File: config.mk
export PLATFORM = sky130hd
export DESIGN_NAME = bsh_reg_shifter
export DESIGN_NICKNAME = d
export VERILOG_FILES = /design/src/rtl/bsh_pkg.sv /design/src/rtl/bsh_operand_sel.sv /design/src/rtl/bsh_amount_class.sv /design/src/rtl/bsh_shift_unit.sv /design/src/rtl/bsh_reg_shifter.sv
export SDC_FILE = /design/constraint.sdc
export NUM_CORES = 1
export LEC_CHECK = 0
export BUFFER_PORTS_ARGS = -buffer_cell sky130_fd_sc_hd__buf_2
export CAP_MARGIN = 20
export CELL_PAD_IN_SITES_DETAIL_PLACEMENT = 1
export CELL_PAD_IN_SITES_GLOBAL_PLACEMENT = 2
export CORE_MARGIN = 2
export CORE_UTILIZATION = 37
export DETAILED_ROUTE_END_ITERATION = 8
export GPL_TIMING_DRIVEN = 0
export PLACE_DENSITY_LB_ADDON = 0.1
export SYNTH_ARGS = -nofsm -noshare
export SYNTH_HDL_FRONTEND = slang
export SYNTH_SLANG_ARGS = --single-unit
File: constraint.sdc
create_clock -name vclk -period 6
set_input_delay 0 -clock vclk [all_inputs]
set_output_delay 0 -clock vclk [all_outputs]
set_load 0.01 [all_outputs]
File: src/rtl/bsh_pkg.sv
package bsh_pkg;
  typedef enum logic [1:0] {
    SH_LSL = 2'b00,
    SH_LSR = 2'b01,
    SH_ASR = 2'b10,
    SH_ROR = 2'b11
  } shift_kind_e;
endpackage

File: src/rtl/bsh_operand_sel.sv
module bsh_operand_sel #(
  parameter int WIDTH     = 32,
  parameter int IDX_W     = 4,
  parameter int PC_IDX    = 15,
  parameter int PC_OFFSET = 4
) (
  input  logic [WIDTH-1:0] raw_val,
  input  logic [IDX_W-1:0] raw_idx,
  output logic [WIDTH-1:0] eff_val
);
  localparam logic [IDX_W-1:0] PC_CODE = IDX_W'(PC_IDX);
  localparam logic [WIDTH-1:0] PC_ADD  = WIDTH'(PC_OFFSET);

  always_comb begin
    if (raw_idx == PC_CODE) eff_val = raw_val + PC_ADD;
    else                    eff_val = raw_val;
  end
endmodule

File: src/rtl/bsh_amount_class.sv
module bsh_amount_class #(
  parameter int WIDTH = 32,
  parameter int AMT_W = 8
) (
  input  logic [AMT_W-1:0]         amt,
  output logic [$clog2(WIDTH)-1:0] amt_low,
  output logic                     amt_zero,
  output logic                     amt_inside,
  output logic                     amt_exact,
  output logic                     amt_beyond
);
  localparam int LOG2 = $clog2(WIDTH);
  localparam logic [AMT_W-1:0] W_AMT = AMT_W'(WIDTH);

  always_comb begin
    amt_low    = amt[LOG2-1:0];
    amt_zero   = (amt == '0);
    amt_inside = !amt_zero && (amt < W_AMT);
    amt_exact  = (amt == W_AMT);
    amt_beyond = (amt > W_AMT);
  end
endmodule

File: src/rtl/bsh_shift_unit.sv
module bsh_shift_unit
  import bsh_pkg::*;
#(
  parameter int WIDTH = 32
) (
  input  logic [WIDTH-1:0]         op,
  input  shift_kind_e              kind,
  input  logic                     cin,
  input  logic [$clog2(WIDTH)-1:0] lw,
  input  logic                     amt_zero,
  input  logic                     amt_inside,
  input  logic                     amt_exact,
  output logic [WIDTH-1:0]         val,
  output logic                     cout
);
  logic [WIDTH:0]          lsl_x;
  logic [WIDTH:0]          lsr_x;
  logic [WIDTH:0]          asr_x;
  logic [2*WIDTH-1:0]      ror_x;
  logic                    msb;

  always_comb begin
    msb   = op[WIDTH-1];
    lsl_x = {1'b0, op} << lw;
    lsr_x = {op, 1'b0} >> lw;
    asr_x = $signed({op, 1'b0}) >>> lw;
    ror_x = {op, op} >> lw;
  end

  always_comb begin
    val  = op;
    cout = cin;
    if (!amt_zero) begin
      unique case (kind)
        SH_LSL: begin
          if (amt_inside) begin
            val  = lsl_x[WIDTH-1:0];
            cout = lsl_x[WIDTH];
          end else begin
            val  = '0;
            cout = amt_exact & op[0];
          end
        end
        SH_LSR: begin
          if (amt_inside) begin
            val  = lsr_x[WIDTH:1];
            cout = lsr_x[0];
          end else begin
            val  = '0;
            cout = amt_exact & msb;
          end
        end
        SH_ASR: begin
          if (amt_inside) begin
            val  = asr_x[WIDTH:1];
            cout = asr_x[0];
          end else begin
            val  = {WIDTH{msb}};
            cout = msb;
          end
        end
        default: begin
          val  = ror_x[WIDTH-1:0];
          cout = ror_x[WIDTH-1];
        end
      endcase
    end
  end
endmodule

File: src/rtl/bsh_reg_shifter.sv
module bsh_reg_shifter
  import bsh_pkg::*;
#(
  parameter int WIDTH     = 32,
  parameter int AMT_W     = 8,
  parameter int IDX_W     = 4,
  parameter int PC_IDX    = 15,
  parameter int PC_OFFSET = 4
) (
  input  logic [WIDTH-1:0] opd_value,
  input  logic [IDX_W-1:0] opd_idx,
  input  logic [AMT_W-1:0] shamt,
  input  logic [1:0]       shtype,
  input  logic             carry_in,
  output logic [WIDTH-1:0] res,
  output logic             carry_out
);
  localparam int LOG2 = $clog2(WIDTH);

  logic [WIDTH-1:0] eff_op;
  logic [LOG2-1:0]  low_amt;
  logic             is_zero;
  logic             is_inside;
  logic             is_exact;
  logic             is_beyond;

  bsh_operand_sel #(
    .WIDTH(WIDTH), .IDX_W(IDX_W), .PC_IDX(PC_IDX), .PC_OFFSET(PC_OFFSET)
  ) u_opsel (
    .raw_val(opd_value),
    .raw_idx(opd_idx),
    .eff_val(eff_op)
  );

  bsh_amount_class #(.WIDTH(WIDTH), .AMT_W(AMT_W)) u_amt (
    .amt       (shamt),
    .amt_low   (low_amt),
    .amt_zero  (is_zero),
    .amt_inside(is_inside),
    .amt_exact (is_exact),
    .amt_beyond(is_beyond)
  );

  bsh_shift_unit #(.WIDTH(WIDTH)) u_shift (
    .op        (eff_op),
    .kind      (shift_kind_e'(shtype)),
    .cin       (carry_in),
    .lw        (low_amt),
    .amt_zero  (is_zero),
    .amt_inside(is_inside),
    .amt_exact (is_exact),
    .val       (res),
    .cout      (carry_out)
  );
endmodule

==> flow_summary_export.csv, run 1 <==
group,metric,value,unit
setup_path,path_delay_family,"compound AO/OA/AOI/OAI gates",
grt,grt_pass1_vias,10550,
die,rows,51,
sta,relSlewSlack,0.1755,
sta,post-route-period-util,0.7958,
layout,n_sequential_cell,0,
logic_synthesis,synth_top_area_cell,"mux2i_1",
setup_path,critPathMaxFanout,10,
die,die_h,143.7,um
place,post-dp-hpwl,42.47,mm
run,cap_violations,0,
place,place_inst,1450,
layout,drive_above_1_share,0.1625,
detailed_routing,vias,11270,
place,dpl_cell_area,7979,um^2
layout,clkbuf_count,0,
sta,rsz0062_at_grt,"no",
grt,grt_use_total,0.5162,
sta,period_minus_slack,4.775,ns
setup_path,crit_slowest_cell,"o21ai_0",
die,core_region_area,19330,um^2
logic_synthesis,synth.top_cell.area_share,0.09007,
grt,grt_pass1_wl,76.63,mm
logic_synthesis,synthCells,1107,
sta,tightest_slew,1.233,ns
detailed_routing,drt_iter0_drc,1726,
sta,maxSlewViolCount,0,
grt,grt_overflow,0,
die,die_w,143.7,um
setup_path,endpoint_kind,"output port",
sta,setup_viol,0,
clock_tree,cts_hold_buffers,0,
die,start_util,0.3736,
worst_hold_path,hold_path_class,"input pin to output port",
place,portBuffers,72,
layout,utilization,0.4143,
detailed_routing,drc_errors,0,
logic_synthesis,synth_area,7223,um^2
setup_path,crit_start,"opd_value[3]",
layout,stdcell_count,1455,
logic_synthesis,synthAdderAreaFrac,0.001732,
logic_synthesis,yosysUniqueCellTypes,85,
layout,final_area,8010,um^2
setup_path,critPathRequiredTime,6.00,ns
logic_synthesis,syn_nets,1155,
grt,antenna_found_initial,4,
setup_path,cp.arrival,4.77,ns
die,dieArea,20660,um^2
logic_synthesis,synth_simple_gate_area_share,0.3043,
setup_path,path_buf_inv,3,
place,gp_congestion,1.159,
detailed_routing,drt-total-wl,54.50,mm
layout,seqCellArea,0,um^2
detailed_routing,drt-wirelength-per-cell,37.46,um
logic_synthesis,synth_top_family_by_area,"compound AO/OA/AOI/OAI gates",
logic_synthesis,synth_compound_area_frac,0.3865,
setup_path,cp-start-kind,"input pin",
logic_synthesis,synth_xor_area_frac,0.04227,
layout,fin_nets,1238,
sta,final_hold_viol_count,0,
sta,clock.fmax,209.4,MHz
detailed_routing,postRouteAntennaNets,0,
run_status,status,"finished clean",
logic_synthesis,synthTopCellsByArea,"mux2i_1 (9.0%), nand2_1 (6.9%), nor2_1 (6.5%)",
logic_synthesis,yosysWarnings,0,
detailed_routing,firstDrtPassIters,9,
setup_path,cp_cell_sequence,"buf_2, ha_1, clkbuf_1, and2_1, nand4_1, nor3_1, a21oi_1, o21ai_0, o21ai_0, a22oi_1, o221ai_1, a211oi_1, a32oi_1, buf_2",
clock_tree,cts_resized,0,
logic_synthesis,synth_seq_area_share,0,
logic_synthesis,synth.area.mux_share,0.2013,
sta,tns,0,ns
clock_tree,postCtsSetupBuffers,0,
detailed_routing,vias_per_cell,7.744,
worst_hold_path,hold_start,"carry_in",
layout,syn_to_final_growth,10.90,%
grt,grt_start_max_net_pins,11,
logic_synthesis,synth.avg_cell_area,6.525,um^2
setup_path,crit_type,"input pin to output port",
setup_path,cpPeakStageDelay,0.88,ns
die,io_pins,80,
==> worst paths after layout <==
kind                   endpoint  depth (start not counted)
worst max-delay path    res[28]                         14
worst min-delay path  carry_out                          4
==> layer usage <==
metal | track usage | up-vias | part of all wire
li1 | - | 4474 | -
met4 | 0.3839 | 4 | 0.10
met1 | 0.6132 | 5297 | 0.36
met3 | 0.1956 | 396 | 0.14
met5 | 0 | - | 0.00050
met2 | 0.7521 | 1097 | 0.40
==> synthesized netlist by cell type (all sizes together) (16+ instances only) <==
| library cell | count |
|---|---|
| nand2 | 135 |
| nor2 | 126 |
| a21oi | 75 |
| o21ai | 75 |
| mux2i | 65 |
| clkbuf | 58 |
| buf | 39 |
| nor3 | 39 |
| nand3 | 35 |
| mux2 | 33 |
| nand4 | 26 |
| a22oi | 22 |
| nor4 | 21 |
| o22ai | 20 |
| a211oi | 19 |
| mux4 | 19 |
| o211ai | 18 |
| xnor2 | 18 |
| a31oi | 17 |
| o31ai | 16 |
| xor2 | 16 |
==> tightest hold or removal path, delay by kind of cell <==
family	cells	cell delay (ns)
and+or+nand+nor	1	0.04
buffers and inverters	2	0.20
AOI/OAI and AO/OA	1	0.12
==> cell type report <==
type / instances / area [um^2]
fill: 2656 / 11320
inverter: 16 / 60.06
timing repair buffer: 81 / 430.4
tap: 265 / 331.6
buffer: 97 / 401.6
multi-input combinational: 994 / 6782
antenna: 2 / 5.005
==> metrics by stage <==
stage          worst slack (ns)  hold WS [ns]
2_1_floorplan             3.182        0.1455
3_3_place_gp             0.9276        0.3570
3_5_place_dp              1.543        0.3683
4_1_cts                   1.535        0.3683
5_1_grt                   1.194        0.4011
6_report                  1.225        0.3628
==> cells by family (layout without fill, tap and decap cells) <==
kind of cell    Yosys count  count (layout)
compound gates          404             404
xor+xnor                 34              34
fa+ha+maj                 1               1
buf+inv                 113             194
mux                     117             117
other cells               0               2
simple gates            438             438
==> cell usage in the layout, fill, tap and decap left out, types with 8 or more instances in the layout <==
cell type    n
nand2_1    133
nor2_1     126
buf_2       89
a21oi_1     75
o21ai_0     72
mux2i_1     64
clkbuf_1    58
nor3_1      36
nand3_1     32
mux2_2      32
nand4_1     22
a22oi_1     21
buf_1       20
o22ai_1     20
a211oi_1    19
mux4_2      19
o211ai_1    18
xnor2_1     17
a31oi_1     17
xor2_1      16
and3_1      14
o31ai_1     14
a221oi_1    14
o21a_1      14
inv_1       13
nor4_1      13
a21o_1      12
o221ai_1    11
and2_1       9
a21boi_0     8
==> run 2: changes to the inputs <==
- CORE_UTILIZATION: 37 -> 35
- clock period: 6 -> 4.5 ns (I/O delays scaled with it)
==> flow_summary_export.csv, run 2 (synthesis results as in run 1) <==
group,metric,value,unit
die,die_h,147.7,um
die,die_w,147.7,um
die,start_util,0.3570,
grt,grt_pass1_wl,77.91,mm
place,portBuffers,72,
sta,fin_ws,-0.1577,ns
sta,maxSlewViolCount,0,
detailed_routing,drt-total-wl,55.41,mm
sta,setup_viol,3,
setup_path,cp.arrival,4.66,ns
sta,period_minus_slack,4.658,ns
run,cap_violations,0,
detailed_routing,drt-wirelength-per-cell,38.01,um
layout,fillers,2716,
grt,grt_pass1_vias,10630,
layout,fin_nets,1236,
layout,drive_above_1_share,0.1653,
detailed_routing,firstDrtPassIters,6,
place,gp_congestion,1.137,
setup_path,crit_path_end,"res[12]",
layout,stdcell_count,1458,
run_status,status,"complete, but fails checks",
die,dieArea,21800,um^2
sta,clock.fmax,214.7,MHz
grt,antenna_found_initial,1,
setup_path,crit_type,"input pin to output port",
detailed_routing,drc_errors,0,
place,post-dp-hpwl,43.84,mm
grt,grt_start_max_net_pins,11,
sta,relSlewSlack,0.1493,
layout,final_cell_mix,"nand2_1 (133), nor2_1 (123), buf_2 (88)",
sta,post-route-period-util,1.035,
setup_path,endpoint_kind,"output port",
setup_path,crit_start,"opd_value[5]",
layout,n_sequential_cell,0,
setup_path,cp-start-kind,"input pin",
grt,grt_overflow,0,
setup_path,critPathRequiredTime,4.50,ns
layout,seqCellArea,0,um^2
die,core_region_area,20230,um^2
sta,final_hold_viol_count,0,
place,place_inst,1454,
detailed_routing,vias,11320,
sta,hold_slack,0.3732,ns
detailed_routing,postRouteAntennaNets,0,
sta,tightest_slew,1.260,ns
die,rows,52,
layout,clkbuf_count,0,
die,io_pins,80,
setup_path,critPathMaxFanout,10,
layout,syn_to_final_growth,11.00,%
worst_hold_path,hold_path_class,"input pin to output port",
detailed_routing,drt_iter0_drc,1753,
clock_tree,cts_hold_buffers,0,
run_status,violations,"setup timing",
detailed_routing,vias_per_cell,7.761,
clock_tree,postCtsSetupBuffers,0,
layout,mostFrequentLayoutCell,"nand2_1",
grt,grt_use_total,0.4913,
sta,rsz0062_at_grt,"no",
[run 2: repair_timing]
item,CTS,global route
resized for setup,1,9
setup endpoints to repair,3,7
pin swaps,0,0
cloned,0,0
[run 2: cell type report]
cell class	count	area (um^2)	area share
Inverter	16	60.06	0.007491
Multi-Input combinational cell	994	6790	0.8469
Antenna cell	2	5.005	0.0006242
Tap cell	270	337.8	0.04213
Buffer	97	410.4	0.05119
Timing Repair Buffer	79	414.1	0.05165
[run 2: how the worst min path moves through the flow]
stage / from / end / slack, ns / depth (start not counted)
final: carry_in / carry_out / 0.37 / 4
after global routing: carry_in / carry_out / 0.42 / 4
after CTS: carry_in / carry_out / 0.38 / 4
after detailed placement: carry_in / carry_out / 0.38 / 4
after global placement: carry_in / carry_out / 0.36 / 4
after floorplan: carry_in / carry_out / 0.15 / 2
[run 2: per-layer routing]
metal / vias to the layer above / share of wire / global-route usage
li1: 4472 / - / -
met1: 5497 / 0.37 / 0.6469
met2: 1087 / 0.39 / 0.6928
met3: 259 / 0.16 / 0.1935
met4: 0 / 0.073 / 0.2447
met5: - / 0 / 0
[run 2: per-stage QoR]
stage / setup slack [ns] / setup TNS, ns / cell area [um^2] / utilization
2_1_floorplan: 1.682 / 0 / 7223 / -
3_3_place_gp: -0.3205 / -1.024 / 7921 / 0.3915
3_5_place_dp: -0.2817 / -0.3414 / 7976 / 0.3942
4_1_cts: 0.03281 / 0 / 7981 / 0.3944
5_1_grt: 0.03063 / 0 / 8013 / 0.3960
6_report: -0.1577 / -0.3036 / 8018 / 0.3962
[run 2: worst max-delay path, cell delays in order]
cell and delay (ns):
buf_2 0.19, nand3_1 0.33, nor4_4 0.37, nand4_1 0.45, xnor2_2 0.77, a221oi_2 0.30, mux2i_1 0.83, nor2_1 0.20
a221oi_1 0.54, a21oi_1 0.16, a31oi_1 0.31, buf_2 0.19
==> run 3: changes to the inputs <==
- ABC_AREA: unset -> 1
- CORE_UTILIZATION: 35 -> 29
==> flow_summary_export.csv, run 3 <==
group,metric,value,unit
power,cellLeakagePower,3.682,nW
sta,post-route-period-util,0.8017,
grt,grt_start_max_net_pins,11,
detailed_routing,vias,10500,
sta,clock.fmax,277.2,MHz
layout,diodes,0,
die,start_util,0.2959,
power,power.density,130.0,nW/um^2
run_status,status,"finished clean",
layout,drive_above_1_share,0.1170,
logic_synthesis,synth.most_common_cell,"nand2_1",
layout,final_cell_mix,"nand2_1 (494), nand3_1 (318), buf_2 (100)",
sta,rsz0062_at_grt,"no",
detailed_routing,vias_per_cell,6.167,
detailed_routing,drt_iter0_drc,1211,
setup_path,crit_slowest_cell,"clkbuf_1",
layout,clkbuf_count,0,
place,pre_cts_ws,1.083,ns
logic_synthesis,synth_simple_gate_area_share,0.7148,
layout,stdcell_count,1702,
setup_path,crit_path_frequent_cell,"buf_2",
power,seqPwrFrac,0,
sta,setup_viol,0,
logic_synthesis,synth_xor_area_frac,0.01267,
logic_synthesis,synthCells,1349,
detailed_routing,drt-total-wl,46.61,mm
logic_synthesis,synth_area,6221,um^2
grt,grt_overflow,0,
detailed_routing,drt-wirelength-per-cell,27.38,um
layout,mostFrequentLayoutCell,"nand2_1",
sta,period_minus_slack,3.608,ns
grt,antenna_found_initial,0,
place,place_inst,1701,
power,ir_drop,49.19,uV
layout,fin_nets,1477,
die,core_region_area,21020,um^2
sta,tns,0,ns
logic_synthesis,syn_nets,1397,
sta,tightest_slew,1.240,ns
detailed_routing,drc_errors,0,
layout,seqCellArea,0,um^2
worst_hold_path,whs_endpoint,"carry_out",
grt,grt_pass1_wl,66.74,mm
setup_path,path_buf_inv,6,
die,die_w,150.5,um
worst_hold_path,hold_path_class,"input pin to output port",
die,die_h,150.5,um
die,io_pins,80,
logic_synthesis,yosysWarnings,0,
place,portBuffers,77,
sta,hold_slack,0.3996,ns
logic_synthesis,synth.area.mux_share,0,
logic_synthesis,yosysUniqueCellTypes,44,
clock_tree,cts_hold_buffers,0,
place,gp_congestion,1.082,
sta,maxSlewViolCount,0,
setup_path,cp_cell_sequence,"buf_2, buf_2, buf_2, nor4_1, nand3_1, inv_1, clkbuf_1, nand3_1, o21a_1, buf_2",
logic_synthesis,synth_top_family_by_area,"simple AND/OR/NAND/NOR gates",
power,power.share.clock,0,
power,internal-power,0.0002311,W
setup_path,path_delay_family,"buffers and inverters",
setup_path,crit_type,"input pin to output port",
logic_synthesis,synthAdderAreaFrac,0.002011,
setup_path,critPathMaxFanout,10,
setup_path,cp-start-kind,"input pin",
logic_synthesis,synth.avg_cell_area,4.612,um^2
sta,relSlewSlack,0.1734,
place,post-dp-hpwl,38.06,mm
setup_path,critPathRequiredTime,4.50,ns
worst_hold_path,hold_start,"carry_in",
detailed_routing,postRouteAntennaNets,0,
setup_path,cp.arrival,3.61,ns
logic_synthesis,synthTopCellsByArea,"nand2_1 (30%), nand3_1 (26%), nor2_1 (5.7%)",
layout,n_sequential_cell,0,
power,p_comb_frac,1.000,
logic_synthesis,synth.top_cells.by_count,"nand2_1 (494), nand3_1 (318), nor2_1 (95)",
logic_synthesis,synth_compound_area_frac,0.1603,
detailed_routing,firstDrtPassIters,6,
grt,grt_pass1_vias,10060,
sta,final_hold_viol_count,0,
clock_tree,postCtsSetupBuffers,0,
run,cap_violations,0,
grt,grt_use_total,0.4099,
sta,fin_ws,0.8923,ns
logic_synthesis,synth_top_area_cell,"nand2_1",
layout,syn_to_final_growth,11.91,%
logic_synthesis,synth_seq_area_share,0,
setup_path,endpoint_kind,"output port",
worst_hold_path,hold_depth,5,
die,dieArea,22640,um^2
power,p_sw,0.0006737,W
setup_path,cpPeakStageDelay,0.82,ns
logic_synthesis,synth.top_cell.area_share,0.2981,
clock_tree,cts_resized,0,
power,p_sw_frac,0.7446,
die,rows,53,
-- run 3: final cells by class --
| cell class | count | area [um^2] |
|---|---|---|
| tap | 275 | 344.1 |
| inverter | 99 | 371.6 |
| multi-input combinational | 1175 | 5535 |
| fill | 3173 | 14060 |
| buffer | 75 | 314.1 |
| timing repair buffer | 78 | 396.6 |
-- run 3: how the worst max path moves through the flow --
stage                             from       to  cells after the start
after floorplan           opd_value[2]  res[23]                     16
after detailed placement      shamt[0]  res[23]                     10
final                         shamt[0]  res[23]                     10
after global placement        shamt[0]  res[23]                     10
after CTS                     shamt[0]  res[23]                     10
after global routing          shamt[0]  res[20]                     12
-- run 3: worst min-delay path: cells and delay by family --
family                 cells  cell delay, ns
buffers and inverters      3            0.23
AND/OR/NAND/NOR            1            0.03
AO/OA/AOI/OAI              1            0.14
-- run 3: cells by family (layout without fill, tap and decap cells) --
kind of cell / Yosys count / after routing
simple gates: 991 / 991
compound gates: 174 / 174
buf+inv: 174 / 252
xor+xnor: 9 / 9
fa+ha+maj: 1 / 1
-- run 3: power by group through the flow --
stage / clock network [W] / registers, W / logic (W)
global route: 0 / 0 / 0.000955
floorplan: 0 / 0 / 0.000504
finish: 0 / 0 / 0.000905
global placement: 0 / 0 / 0.000859
CTS: 0 / 0 / 0.000863
detailed placement: 0 / 0 / 0.000861
-- run 3: metrics by stage --
step                utilization  area [um^2]  power [W]
finish                   0.3312         6962  0.0009048
global route             0.3312         6962  0.0009549
detailed placement       0.3306         6950  0.0008607
floorplan                     -         6221  0.0005037
global placement         0.3306         6950  0.0008587
CTS                      0.3306         6950  0.0008629
-- run 3: routing by layer --
layer | vias to the layer above | share of wire | global-route usage
met2 | 624 | 0.40 | 0.5907
met5 | - | 0 | 0
met3 | 144 | 0.11 | 0.08212
met1 | 5081 | 0.43 | 0.5697
met4 | 0 | 0.063 | 0.2170
li1 | 4647 | - | -
Note: power is estimated with default switching activity, not from simulation.
